==> src/rtl/ts_bank_pkg.sv <==
package ts_bank_pkg;

    // Word addresses of the register file
    localparam int unsigned REG_RX_STAT   = 0;
    localparam int unsigned REG_CTRL      = 1;
    localparam int unsigned REG_TX_STAT   = 2;
    localparam int unsigned REG_TX_LO     = 4;
    localparam int unsigned REG_TX_HI     = 5;
    localparam int unsigned REG_SLOT_BASE = 16;

    // Address of the low (hi=0) or high (hi=1) word of a receive slot
    function automatic int unsigned slot_word_addr(input int unsigned slot, input bit hi);
        return REG_SLOT_BASE + 2 * slot + (hi ? 1 : 0);
    endfunction

endpackage

==> src/rtl/ts_free_pick.sv <==
module ts_free_pick #(
    parameter int N     = 4,
    parameter int IDX_W = 2
) (
    input  logic [N-1:0]     avail,
    output logic             found,
    output logic [IDX_W-1:0] idx
);

    // Scan from the top down so the lowest available slot wins
    always_comb begin
        found = 1'b0;
        idx   = '0;
        for (int i = N - 1; i >= 0; i--) begin
            if (avail[i]) begin
                found = 1'b1;
                idx   = IDX_W'(i);
            end
        end
    end

endmodule

==> src/rtl/ts_rx_bank.sv <==
module ts_rx_bank #(
    parameter int N     = 4,
    parameter int TS_W  = 64,
    parameter int IDX_W = 2
) (
    input  logic              clk,
    input  logic              rst_n,
    input  logic [TS_W-1:0]   time_ns,
    input  logic              rx_evt,
    input  logic [N-1:0]      rel_mask,
    output logic [N-1:0]      full,
    output logic [N*TS_W-1:0] ts_flat,
    output logic              cap_vld,
    output logic [IDX_W-1:0]  cap_idx,
    output logic              drop
);

    typedef struct packed {
        logic [N-1:0][TS_W-1:0] ts;
        logic [N-1:0]           full;
        logic                   cap_vld;
        logic [IDX_W-1:0]       cap_idx;
        logic                   drop;
    } rx_state_t;

    rx_state_t st_d, st_q;

    logic [N-1:0]     held_after_rel;
    logic             slot_found;
    logic [IDX_W-1:0] slot_idx;

    // Releases from this edge's reads take effect before allocation
    assign held_after_rel = st_q.full & ~rel_mask;

    ts_free_pick #(.N(N), .IDX_W(IDX_W)) u_pick (
        .avail (~held_after_rel),
        .found (slot_found),
        .idx   (slot_idx)
    );

    always_comb begin
        st_d         = st_q;
        st_d.full    = held_after_rel;
        st_d.cap_vld = 1'b0;
        st_d.cap_idx = '0;
        st_d.drop    = 1'b0;
        if (rx_evt) begin
            if (slot_found) begin
                st_d.full[slot_idx] = 1'b1;
                st_d.ts[slot_idx]   = time_ns;
                st_d.cap_vld        = 1'b1;
                st_d.cap_idx        = slot_idx;
            end else begin
                st_d.drop = 1'b1;
            end
        end
    end

    always_ff @(posedge clk) begin
        if (!rst_n) begin
            st_q <= '0;
        end else begin
            st_q <= st_d;
        end
    end

    assign full    = st_q.full;
    assign ts_flat = st_q.ts;
    assign cap_vld = st_q.cap_vld;
    assign cap_idx = st_q.cap_idx;
    assign drop    = st_q.drop;

endmodule

==> src/rtl/ts_tx_latch.sv <==
module ts_tx_latch #(
    parameter int TS_W = 64
) (
    input  logic            clk,
    input  logic            rst_n,
    input  logic [TS_W-1:0] time_ns,
    input  logic            tx_evt,
    input  logic            release_slot,
    input  logic            ovr_clr,
    output logic            full,
    output logic            ovr,
    output logic [TS_W-1:0] ts
);

    typedef struct packed {
        logic [TS_W-1:0] ts;
        logic            full;
        logic            ovr;
    } tx_state_t;

    tx_state_t st_d, st_q;

    logic held;

    always_comb begin
        st_d      = st_q;
        held      = st_q.full & ~release_slot;
        st_d.full = held;
        st_d.ovr  = st_q.ovr & ~ovr_clr;
        if (tx_evt) begin
            if (held) begin
                st_d.ovr = 1'b1;
            end else begin
                st_d.full = 1'b1;
                st_d.ts   = time_ns;
            end
        end
    end

    always_ff @(posedge clk) begin
        if (!rst_n) begin
            st_q <= '0;
        end else begin
            st_q <= st_d;
        end
    end

    assign full = st_q.full;
    assign ovr  = st_q.ovr;
    assign ts   = st_q.ts;

endmodule

==> src/rtl/ts_reg_port.sv <==
module ts_reg_port
    import ts_bank_pkg::*;
#(
    parameter int N      = 4,
    parameter int TS_W   = 64,
    parameter int ADDR_W = 5,
    parameter int DATA_W = 32
) (
    input  logic              clk,
    input  logic              rst_n,
    input  logic              rd_en,
    input  logic [ADDR_W-1:0] rd_addr,
    input  logic              wr_en,
    input  logic [ADDR_W-1:0] wr_addr,
    input  logic [DATA_W-1:0] wr_data,
    input  logic [N-1:0]      rx_full,
    input  logic [N*TS_W-1:0] rx_ts_flat,
    input  logic              tx_full,
    input  logic              tx_ovr,
    input  logic [TS_W-1:0]   tx_ts,
    output logic [DATA_W-1:0] rd_data,
    output logic              irq_en,
    output logic [N-1:0]      rx_rel,
    output logic              tx_rel,
    output logic              ovr_clr
);

    typedef struct packed {
        logic [DATA_W-1:0] rd_data;
        logic              irq_en;
    } port_state_t;

    port_state_t st_d, st_q;

    logic unused_wr_bits;
    assign unused_wr_bits = ^wr_data[DATA_W-1:1];

    // Clear-on-read strobes
    generate
        for (genvar g = 0; g < N; g++) begin : g_rel
            assign rx_rel[g] = rd_en && (rd_addr == ADDR_W'(slot_word_addr(g, 1'b1)));
        end
    endgenerate
    assign tx_rel  = rd_en && (rd_addr == ADDR_W'(REG_TX_HI));
    assign ovr_clr = rd_en && (rd_addr == ADDR_W'(REG_TX_STAT));

    always_comb begin
        st_d         = st_q;
        st_d.rd_data = '0;
        if (rd_en) begin
            if (rd_addr == ADDR_W'(REG_RX_STAT)) begin
                st_d.rd_data = DATA_W'(rx_full);
            end
            if (rd_addr == ADDR_W'(REG_CTRL)) begin
                st_d.rd_data = DATA_W'(st_q.irq_en);
            end
            if (rd_addr == ADDR_W'(REG_TX_STAT)) begin
                st_d.rd_data = DATA_W'({tx_ovr, tx_full});
            end
            if (rd_addr == ADDR_W'(REG_TX_LO)) begin
                st_d.rd_data = tx_ts[DATA_W-1:0];
            end
            if (rd_addr == ADDR_W'(REG_TX_HI)) begin
                st_d.rd_data = tx_ts[TS_W-1:DATA_W];
            end
            for (int i = 0; i < N; i++) begin
                if (rd_addr == ADDR_W'(slot_word_addr(i, 1'b0))) begin
                    st_d.rd_data = rx_ts_flat[i*TS_W +: DATA_W];
                end
                if (rd_addr == ADDR_W'(slot_word_addr(i, 1'b1))) begin
                    st_d.rd_data = rx_ts_flat[i*TS_W+DATA_W +: DATA_W];
                end
            end
        end
        if (wr_en && (wr_addr == ADDR_W'(REG_CTRL))) begin
            st_d.irq_en = wr_data[0];
        end
    end

    always_ff @(posedge clk) begin
        if (!rst_n) begin
            st_q <= '0;
        end else begin
            st_q <= st_d;
        end
    end

    assign rd_data = st_q.rd_data;
    assign irq_en  = st_q.irq_en;

endmodule

==> src/rtl/ts_latch_bank.sv <==
module ts_latch_bank #(
    parameter int N_SLOTS  = 4,
    parameter int TS_W     = 64,
    parameter int ADDR_W   = 5,
    localparam int DATA_W  = TS_W / 2,
    localparam int IDX_W   = (N_SLOTS > 1) ? $clog2(N_SLOTS) : 1
) (
    input  logic              clk,
    input  logic              rst_n,
    input  logic [TS_W-1:0]   time_ns,
    input  logic              rx_evt,
    input  logic              tx_evt,
    input  logic              rd_en,
    input  logic [ADDR_W-1:0] rd_addr,
    output logic [DATA_W-1:0] rd_data,
    input  logic              wr_en,
    input  logic [ADDR_W-1:0] wr_addr,
    input  logic [DATA_W-1:0] wr_data,
    output logic              rx_cap_vld,
    output logic [IDX_W-1:0]  rx_cap_idx,
    output logic              rx_drop,
    output logic              irq
);

    logic [N_SLOTS-1:0]      rx_full;
    logic [N_SLOTS*TS_W-1:0] rx_ts_flat;
    logic [N_SLOTS-1:0]      rx_rel;
    logic                    tx_full;
    logic                    tx_ovr;
    logic [TS_W-1:0]         tx_ts;
    logic                    tx_rel;
    logic                    ovr_clr;
    logic                    irq_en;

    ts_rx_bank #(.N(N_SLOTS), .TS_W(TS_W), .IDX_W(IDX_W)) u_rx (
        .clk      (clk),
        .rst_n    (rst_n),
        .time_ns  (time_ns),
        .rx_evt   (rx_evt),
        .rel_mask (rx_rel),
        .full     (rx_full),
        .ts_flat  (rx_ts_flat),
        .cap_vld  (rx_cap_vld),
        .cap_idx  (rx_cap_idx),
        .drop     (rx_drop)
    );

    ts_tx_latch #(.TS_W(TS_W)) u_tx (
        .clk          (clk),
        .rst_n        (rst_n),
        .time_ns      (time_ns),
        .tx_evt       (tx_evt),
        .release_slot (tx_rel),
        .ovr_clr      (ovr_clr),
        .full         (tx_full),
        .ovr          (tx_ovr),
        .ts           (tx_ts)
    );

    ts_reg_port #(.N(N_SLOTS), .TS_W(TS_W), .ADDR_W(ADDR_W), .DATA_W(DATA_W)) u_regs (
        .clk        (clk),
        .rst_n      (rst_n),
        .rd_en      (rd_en),
        .rd_addr    (rd_addr),
        .wr_en      (wr_en),
        .wr_addr    (wr_addr),
        .wr_data    (wr_data),
        .rx_full    (rx_full),
        .rx_ts_flat (rx_ts_flat),
        .tx_full    (tx_full),
        .tx_ovr     (tx_ovr),
        .tx_ts      (tx_ts),
        .rd_data    (rd_data),
        .irq_en     (irq_en),
        .rx_rel     (rx_rel),
        .tx_rel     (tx_rel),
        .ovr_clr    (ovr_clr)
    );

    assign irq = tx_full & irq_en;

endmodule

==> config.mk <==
export PLATFORM = sky130hd
export DESIGN_NAME = ts_latch_bank
export DESIGN_NICKNAME = d
export VERILOG_FILES = /design/src/rtl/ts_bank_pkg.sv /design/src/rtl/ts_free_pick.sv /design/src/rtl/ts_rx_bank.sv /design/src/rtl/ts_tx_latch.sv /design/src/rtl/ts_reg_port.sv /design/src/rtl/ts_latch_bank.sv
export SDC_FILE = /design/constraint.sdc
export NUM_CORES = 1
export LEC_CHECK = 0
export BUFFER_PORTS_ARGS = -buffer_cell sky130_fd_sc_hd__buf_4
export CELL_PAD_IN_SITES_DETAIL_PLACEMENT = 0
export CELL_PAD_IN_SITES_GLOBAL_PLACEMENT = 2
export CORE_UTILIZATION = 39
export DETAILED_ROUTE_END_ITERATION = 12
export GPL_TIMING_DRIVEN = 1
export PLACE_DENSITY = 0.92
export SLEW_MARGIN = 10
export SYNTH_ARGS = -nofsm -noshare
export SYNTH_HDL_FRONTEND = slang
export SYNTH_SLANG_ARGS = --single-unit
==> constraint.sdc <==
create_clock -name clk -period 3.8 [get_ports clk]
set_input_delay 0.76 -clock clk [delete_from_list [all_inputs] [get_ports clk]]
set_output_delay 0.76 -clock clk [all_outputs]
set_load 0.01 [all_outputs]
# ---- After elaboration in Yosys (flattened, before gate mapping)
# Index checks and enable logic that the tools add are counted.
dict set report totals {
  out_inout_bits 37
  input_bits 112
  reg_bits 363
}
dict set report op_classes {
  n_mux 31
  reduce_logical 14
  eq_ne 13
  n_bitwise 10
  magnitude_cmp 2
}
# op count
set op_table {}
lappend op_table {{$mux W32} 10}
lappend op_table {{$bwmux W256} 1}
lappend op_table {{$demux W64 S2} 1}
lappend op_table {{$mux W64} 1}
lappend op_table {{$eq A5 B5 Y1 const B} 8}
lappend op_table {{$mux W4} 3}
lappend op_table {{$eq A5 B1 Y1 const B} 2}
lappend op_table {{$eq A5 B3 Y1 const B} 2}
lappend op_table {{$mux W2} 5}
lappend op_table {{$logic_and A1 B1 Y1} 8}
lappend op_table {{$mux W8} 1}
lappend op_table {{$not A4 Y4} 2}
lappend op_table {{$reduce_and A2 Y1} 4}
lappend op_table {{$mux W1} 7}
lappend op_table {{$mux W7} 1}
lappend op_table {{$eq A5 B2 Y1 const B} 1}
lappend op_table {{$logic_not A5 Y1} 1}
lappend op_table {{$and A4 B4 Y4} 1}
lappend op_table {{$or A4 B4 Y4} 1}
lappend op_table {{$and A1 B1 Y1} 3}
lappend op_table {{$lt A2 B3 Y1 const B} 1}
lappend op_table {{$not A1 Y1} 3}
lappend op_table {{$reduce_and A3 Y1} 1}
lappend op_table {{$demux W1 S2} 1}
lappend op_table {{$ge A2 B1 Y1 const B} 1}

# ---- Longest topological paths before layout
dict set report depth {
  word_depth 16
  mapped_depth 9
}

# ---- Cells and area by module
# A second synthesis with hierarchy kept.
dict set report unflattened {
  cells_unflattened 1818
  hier_area_um2 16239.3
}
# module area_per_inst_um2 cells_each instances
set modules_own_cells {}
lappend modules_own_cells {ts_rx_bank 9546.7 922 1}
lappend modules_own_cells {ts_reg_port 3950.0 603 1}
lappend modules_own_cells {ts_tx_latch 2701.3 285 1}
lappend modules_own_cells {ts_free_pick 35.0 7 1}
lappend modules_own_cells {ts_latch_bank 6.3 1 1}

# ---- Worst setup path before layout
# OpenSTA, ideal clock, no wires.
dict set report synth_timing {
  path_kind {input port to flip-flop}
  from {input port rd_addr[2]}
  to {register u_rx.st_q (netlist bit u_rx.ts_flat[196])}
  path_slack_ns 1.402
  arrival_ns 2.327
  stages 9
  path_cell_list {buf_6 -> or3b_1 -> buf_2 -> o21ai_4 -> o21ba_1 -> nor3_2 -> buf_6 -> buf_12 -> mux2i_1}
}
dict set report synth_between {
  elab_chain_cells 14
  word_cells_on_any_way 26
}
# element line_no
set synth_lines {}
lappend synth_lines {{from (decl)} ts_latch_bank.sv:14} ;# input logic [ADDR_W-1:0] rd_addr,
lappend synth_lines {{$eq A5 B5 Y1} ts_reg_port.sv:41} ;# assign rx_rel[g] = rd_en && (rd_addr == ADDR_W'(slot_word_addr(g, 1'b1)));
lappend synth_lines {{$logic_and A1 B1 Y1} ts_reg_port.sv:41}
lappend synth_lines {{$not A4 Y4 *} ts_rx_bank.sv:33} ;# assign held_after_rel = st_q.full & ~rel_mask;
lappend synth_lines {{$and A4 B4 Y4 *} ts_rx_bank.sv:33}
lappend synth_lines {{$not A4 Y4 *} ts_rx_bank.sv:36} ;# .avail (~held_after_rel),
lappend synth_lines {{$mux W2 (4 in series)} ts_free_pick.sv:15} ;# if (avail[i]) begin
lappend synth_lines {{$lt A2 B3 Y1 (not written as such) or $ge A2 B1 Y1 (tied branches)} ts_rx_bank.sv:50} ;# st_d.ts[slot_idx] = time_ns;
lappend synth_lines {{$logic_and A1 B1 Y1 (not written as such)} ts_rx_bank.sv:50}
lappend synth_lines {{$mux W64 (not written as such)} ts_rx_bank.sv:50}
lappend synth_lines {{$demux W64 S2} -}
lappend synth_lines {{$bwmux W256} ts_rx_bank.sv:50}
lappend synth_lines {{to (signal assigned)} ts_rx_bank.sv:63} ;# st_q <= st_d;
lappend synth_lines {{to (decl)} ts_rx_bank.sv:26} ;# rx_state_t st_d, st_q;
# Every way passes the cells marked *; elsewhere a longest branch is shown, timed or not.
# A chain may end at the register's enable or synchronous reset.

# ---- Worst setup path after layout
dict set report layout_timing {
  from {input port rd_addr[0]}
  to {register u_regs.st_q (netlist bit u_regs.rd_data[25])}
}
dict set report layout_between {
  elab_chain_cells 11
  word_cells_on_any_way 20
}
# element line_no
set layout_lines {}
lappend layout_lines {{$eq A5 B3 Y1} ts_reg_port.sv:60} ;# if (rd_addr == ADDR_W'(REG_TX_LO)) begin
lappend layout_lines {{$mux W32} ts_reg_port.sv:60}
lappend layout_lines {{$mux W32} ts_reg_port.sv:63} ;# if (rd_addr == ADDR_W'(REG_TX_HI)) begin
lappend layout_lines {{$mux W32} ts_reg_port.sv:67} ;# if (rd_addr == ADDR_W'(slot_word_addr(i, 1'b0))) begin
lappend layout_lines {{$mux W32} ts_reg_port.sv:70} ;# if (rd_addr == ADDR_W'(slot_word_addr(i, 1'b1))) begin
lappend layout_lines {{$mux W32} ts_reg_port.sv:67}
lappend layout_lines {{$mux W32} ts_reg_port.sv:70}
lappend layout_lines {{$mux W32} ts_reg_port.sv:67}
lappend layout_lines {{$mux W32} ts_reg_port.sv:70}
lappend layout_lines {{$mux W32} ts_reg_port.sv:67}
lappend layout_lines {{$mux W32 *} ts_reg_port.sv:70}
lappend layout_lines {{to (signal assigned)} ts_reg_port.sv:84} ;# st_q <= st_d;
lappend layout_lines {{to (decl)} ts_reg_port.sv:33} ;# port_state_t st_d, st_q;
# Marks and branches as above.

==> run metrics <==
Int Pwr=0.00641 W; layout cell share with drive strength beyond 1=13.8%; clk_lat worst skew=0.56 ns; critical path startpoint category=primary input; Clock power frac=43.4%; Post-CTS Hold Fix Bufs=0; Worst Path Arrival=slightly above 3 ns; Max Slew Vio Count=0; clock-pin slew on the worst setup and hold paths=0.06 ns; final hold slack=~0.45 ns; GP Congestion=0.835; drt first pass iters=5; drt wl/cell=20.4 um; post-synthesis sequential area ratio=~44%; status=finished clean; Vias=14100; net switching power=0.00221 W; Core Box Area=0.0413 mm^2; row cnt=74; Post-Route Setup TNS=0 ns; Die X-Extent=208 um; LEAKAGE=7.37 nW; Detail Placement HPWL=between 30000 and 40000 um; pre-CTS setup slack=0.739 ns; initial antenna violation count=2; postcts setup bufs=0; largest net degree at the start of global routing=251; Slowest cell on crit path=nor3_2; Buffers on Ports=117; pwr dens=roughly 450 mW/mm^2; critical path's top delay family=buffers and inverters; num ports=roughly 150; critical path data required time=between 4 and 5 ns; period utilization=67.1%; sequential cell area=0.00727 mm^2; dominant cell by count in the synthesized netlist=nand2_1; CTS H-tree depth=2; Util after Layout=45.9%; Synth top area share=44.1%; Hold Crit Class=reg -> reg; count of different cell masters after synthesis=58; syn_nets=2074; first-pass GRT wire length=81000 um; clock buffer depth=3; CTS tree=done; FMAX=392 MHz; mapped cell area=0.0165 mm^2; FF+latch count, synth=363; total wire length=52300 um; CP endpoint kind=flip-flop; nets=2119; clk sinks=363; DP Area=0.0177 mm^2; Total GRT Usage=24.1%; number of synthesized flops with an enable pin=0; Cell Chain, Critical Path=buf_4, buf_4, nand2b_1, nor3_2, buf_4, a22oi_1, nor3_1, o221a_2; Final setup viols=0; Synth area leaders=dfxtp_1 44%, nand2_1 14%, mux2i_1 8.7%; Synth Instances=slightly below 2000; Crit Path Max Fanout=30; antenna-violating nets left=0; vias in the first global route=13600; grt ovf=0; Top cell by count, worst path=buf_4; Die H=between 200 and 250 um; Switching Share=25.7%; Gate power share=between 10% and 20%; endpoints failing hold=0; clock buffer count from CTS=40; Max Cap Viol=0; maximum VDD drop=around 0.0003 V; vias per inst=5.52; RSZ-0062 raised after global routing=no; post-route cell area=approximately 0.019 mm^2; Die ar.=0.0431 mm^2; area of the multi-input gates=0.00842 mm^2; Period minus WS final=around 2.5 ns; clk_skew=0.00995 ns; commonest cells in the synthesized netlist=609 x nand2_1, 363 x dfxtp_1, 169 x a21boi_0; Rel. slew slack=roughly 22%; Yosys top cell by area=dfxtp_1; most common flop cell mapped by yosys=dfxtp_1; Crit path buffers/inverters=3; Seq pwr share=46.4%; Ys Warns=0; Initial Utilization=between 30% and 40%; drt drc=0; final worst setup slack=1.25 ns; Synth-to-Final Area Change=15.0%; initial drt markers=1268; Largest stage delay, worst path=0.49 ns; post-synthesis area per instance=8.41 um^2; worst setup path category=in -> reg; Layout fillers=~4100; fraction of registers with async set or reset after synthesis=0%; post-CTS resize count=0; Root Driver=clkbuf_16; Slew @ Worst Pin=between 1 and 1.5 ns
## stage by stage
step,instances,total power [W]
floorplan,1962,0.00460
global placement,2497,0.00494
detailed placement,2497,0.00496
CTS,2563,0.00870
global route,2564,0.00896
finish,2564,0.00863
## layout make-up
type,count,share of cell area (%)
Timing Repair Buffer,167,7.18
Antenna cell,1,0.0132
Clock inverter,5,0.172
Clock buffer,61,6.33
Tap cell,532,3.51
Sequential cell,363,38.3
Inverter,6,0.119
Multi-Input combinational cell,1429,44.4
## placed cells by master (no fill, tap or decap), types with 11 or more instances in the layout
cell type,netlist,final
nand2_1,609,608
dfxtp_1,363,363
a21boi_0,169,169
buf_4,9,158
mux2i_1,143,143
a21oi_1,77,77
o21ai_0,48,48
nor2_1,46,45
clkbuf_16,0,41
a22oi_1,38,38
mux2_2,31,31
nor3_1,28,28
a21boi_1,26,26
o22ai_1,26,26
nor2b_1,23,21
o221ai_1,19,19
nor3b_1,19,19
nand2b_1,15,14
nand3_1,14,12
a211oi_1,11,11
## per-layer routing
metal	up-vias	track usage [%]	part of all wire [%]
met1	6812	33.6	46
li1	6831	-	-
met5	-	0	0
met2	423	38.3	45
met3	79	3.68	6.2
met4	0	7.10	2.4
## power by group through the flow
| stage | Clock [W] | Sequential [W] | Combinational, W |
|---|---|---|---|
| floorplan | 0 | 0.00407 | 0.000529 |
| global placement | 0 | 0.00408 | 0.000861 |
| detailed placement | 0 | 0.00409 | 0.000871 |
| CTS | 0.00382 | 0.00400 | 0.000873 |
| global route | 0.00398 | 0.00402 | 0.000952 |
| finish | 0.00375 | 0.00401 | 0.000877 |
## worst paths after layout
| kind | start | end | slack [ns] | cells after the start |
|---|---|---|---|---|
| max reg2reg | u_rx.full[1]$_SDFF_PN0_ | u_rx.ts_flat[240]$_SDFFE_PN0P_ | 1.79 | 5 |
| min | u_tx.ts[17]$_SDFFE_PN0P_ | u_tx.ts[17]$_SDFFE_PN0P_ | 0.45 | 2 |
| min reg2reg | u_tx.ts[17]$_SDFFE_PN0P_ | u_tx.ts[17]$_SDFFE_PN0P_ | 0.45 | 2 |
| max | rd_addr[0] | u_regs.rd_data[25]$_SDFF_PN0_ | 1.25 | 8 |
## cell families after synthesis
family	share of synthesized area [%]
simple gates	19.5
flops	44.1
compound gates	20.3
mux	10.9
buf+inv	5.25
## state kept, by name, indices dropped and copies added (netlist names), 2 cells and up
| register | flops |
|---|---|
| u_rx.ts_flat | 256 |
| u_regs.rd_data | 32 |
| u_rx.full | 4 |
| u_rx.cap_idx | 2 |
| u_tx.ts | 64 |
## worst reg2reg max path, stage by stage (launching register included)
cell and delay [ns]:
dfxtp_1 0.43, o211a_1 0.32, nand2_1 0.15, nor3_4 0.24, buf_12 0.47, mux2i_1 0.33
(Power assumes the default switching activity.)
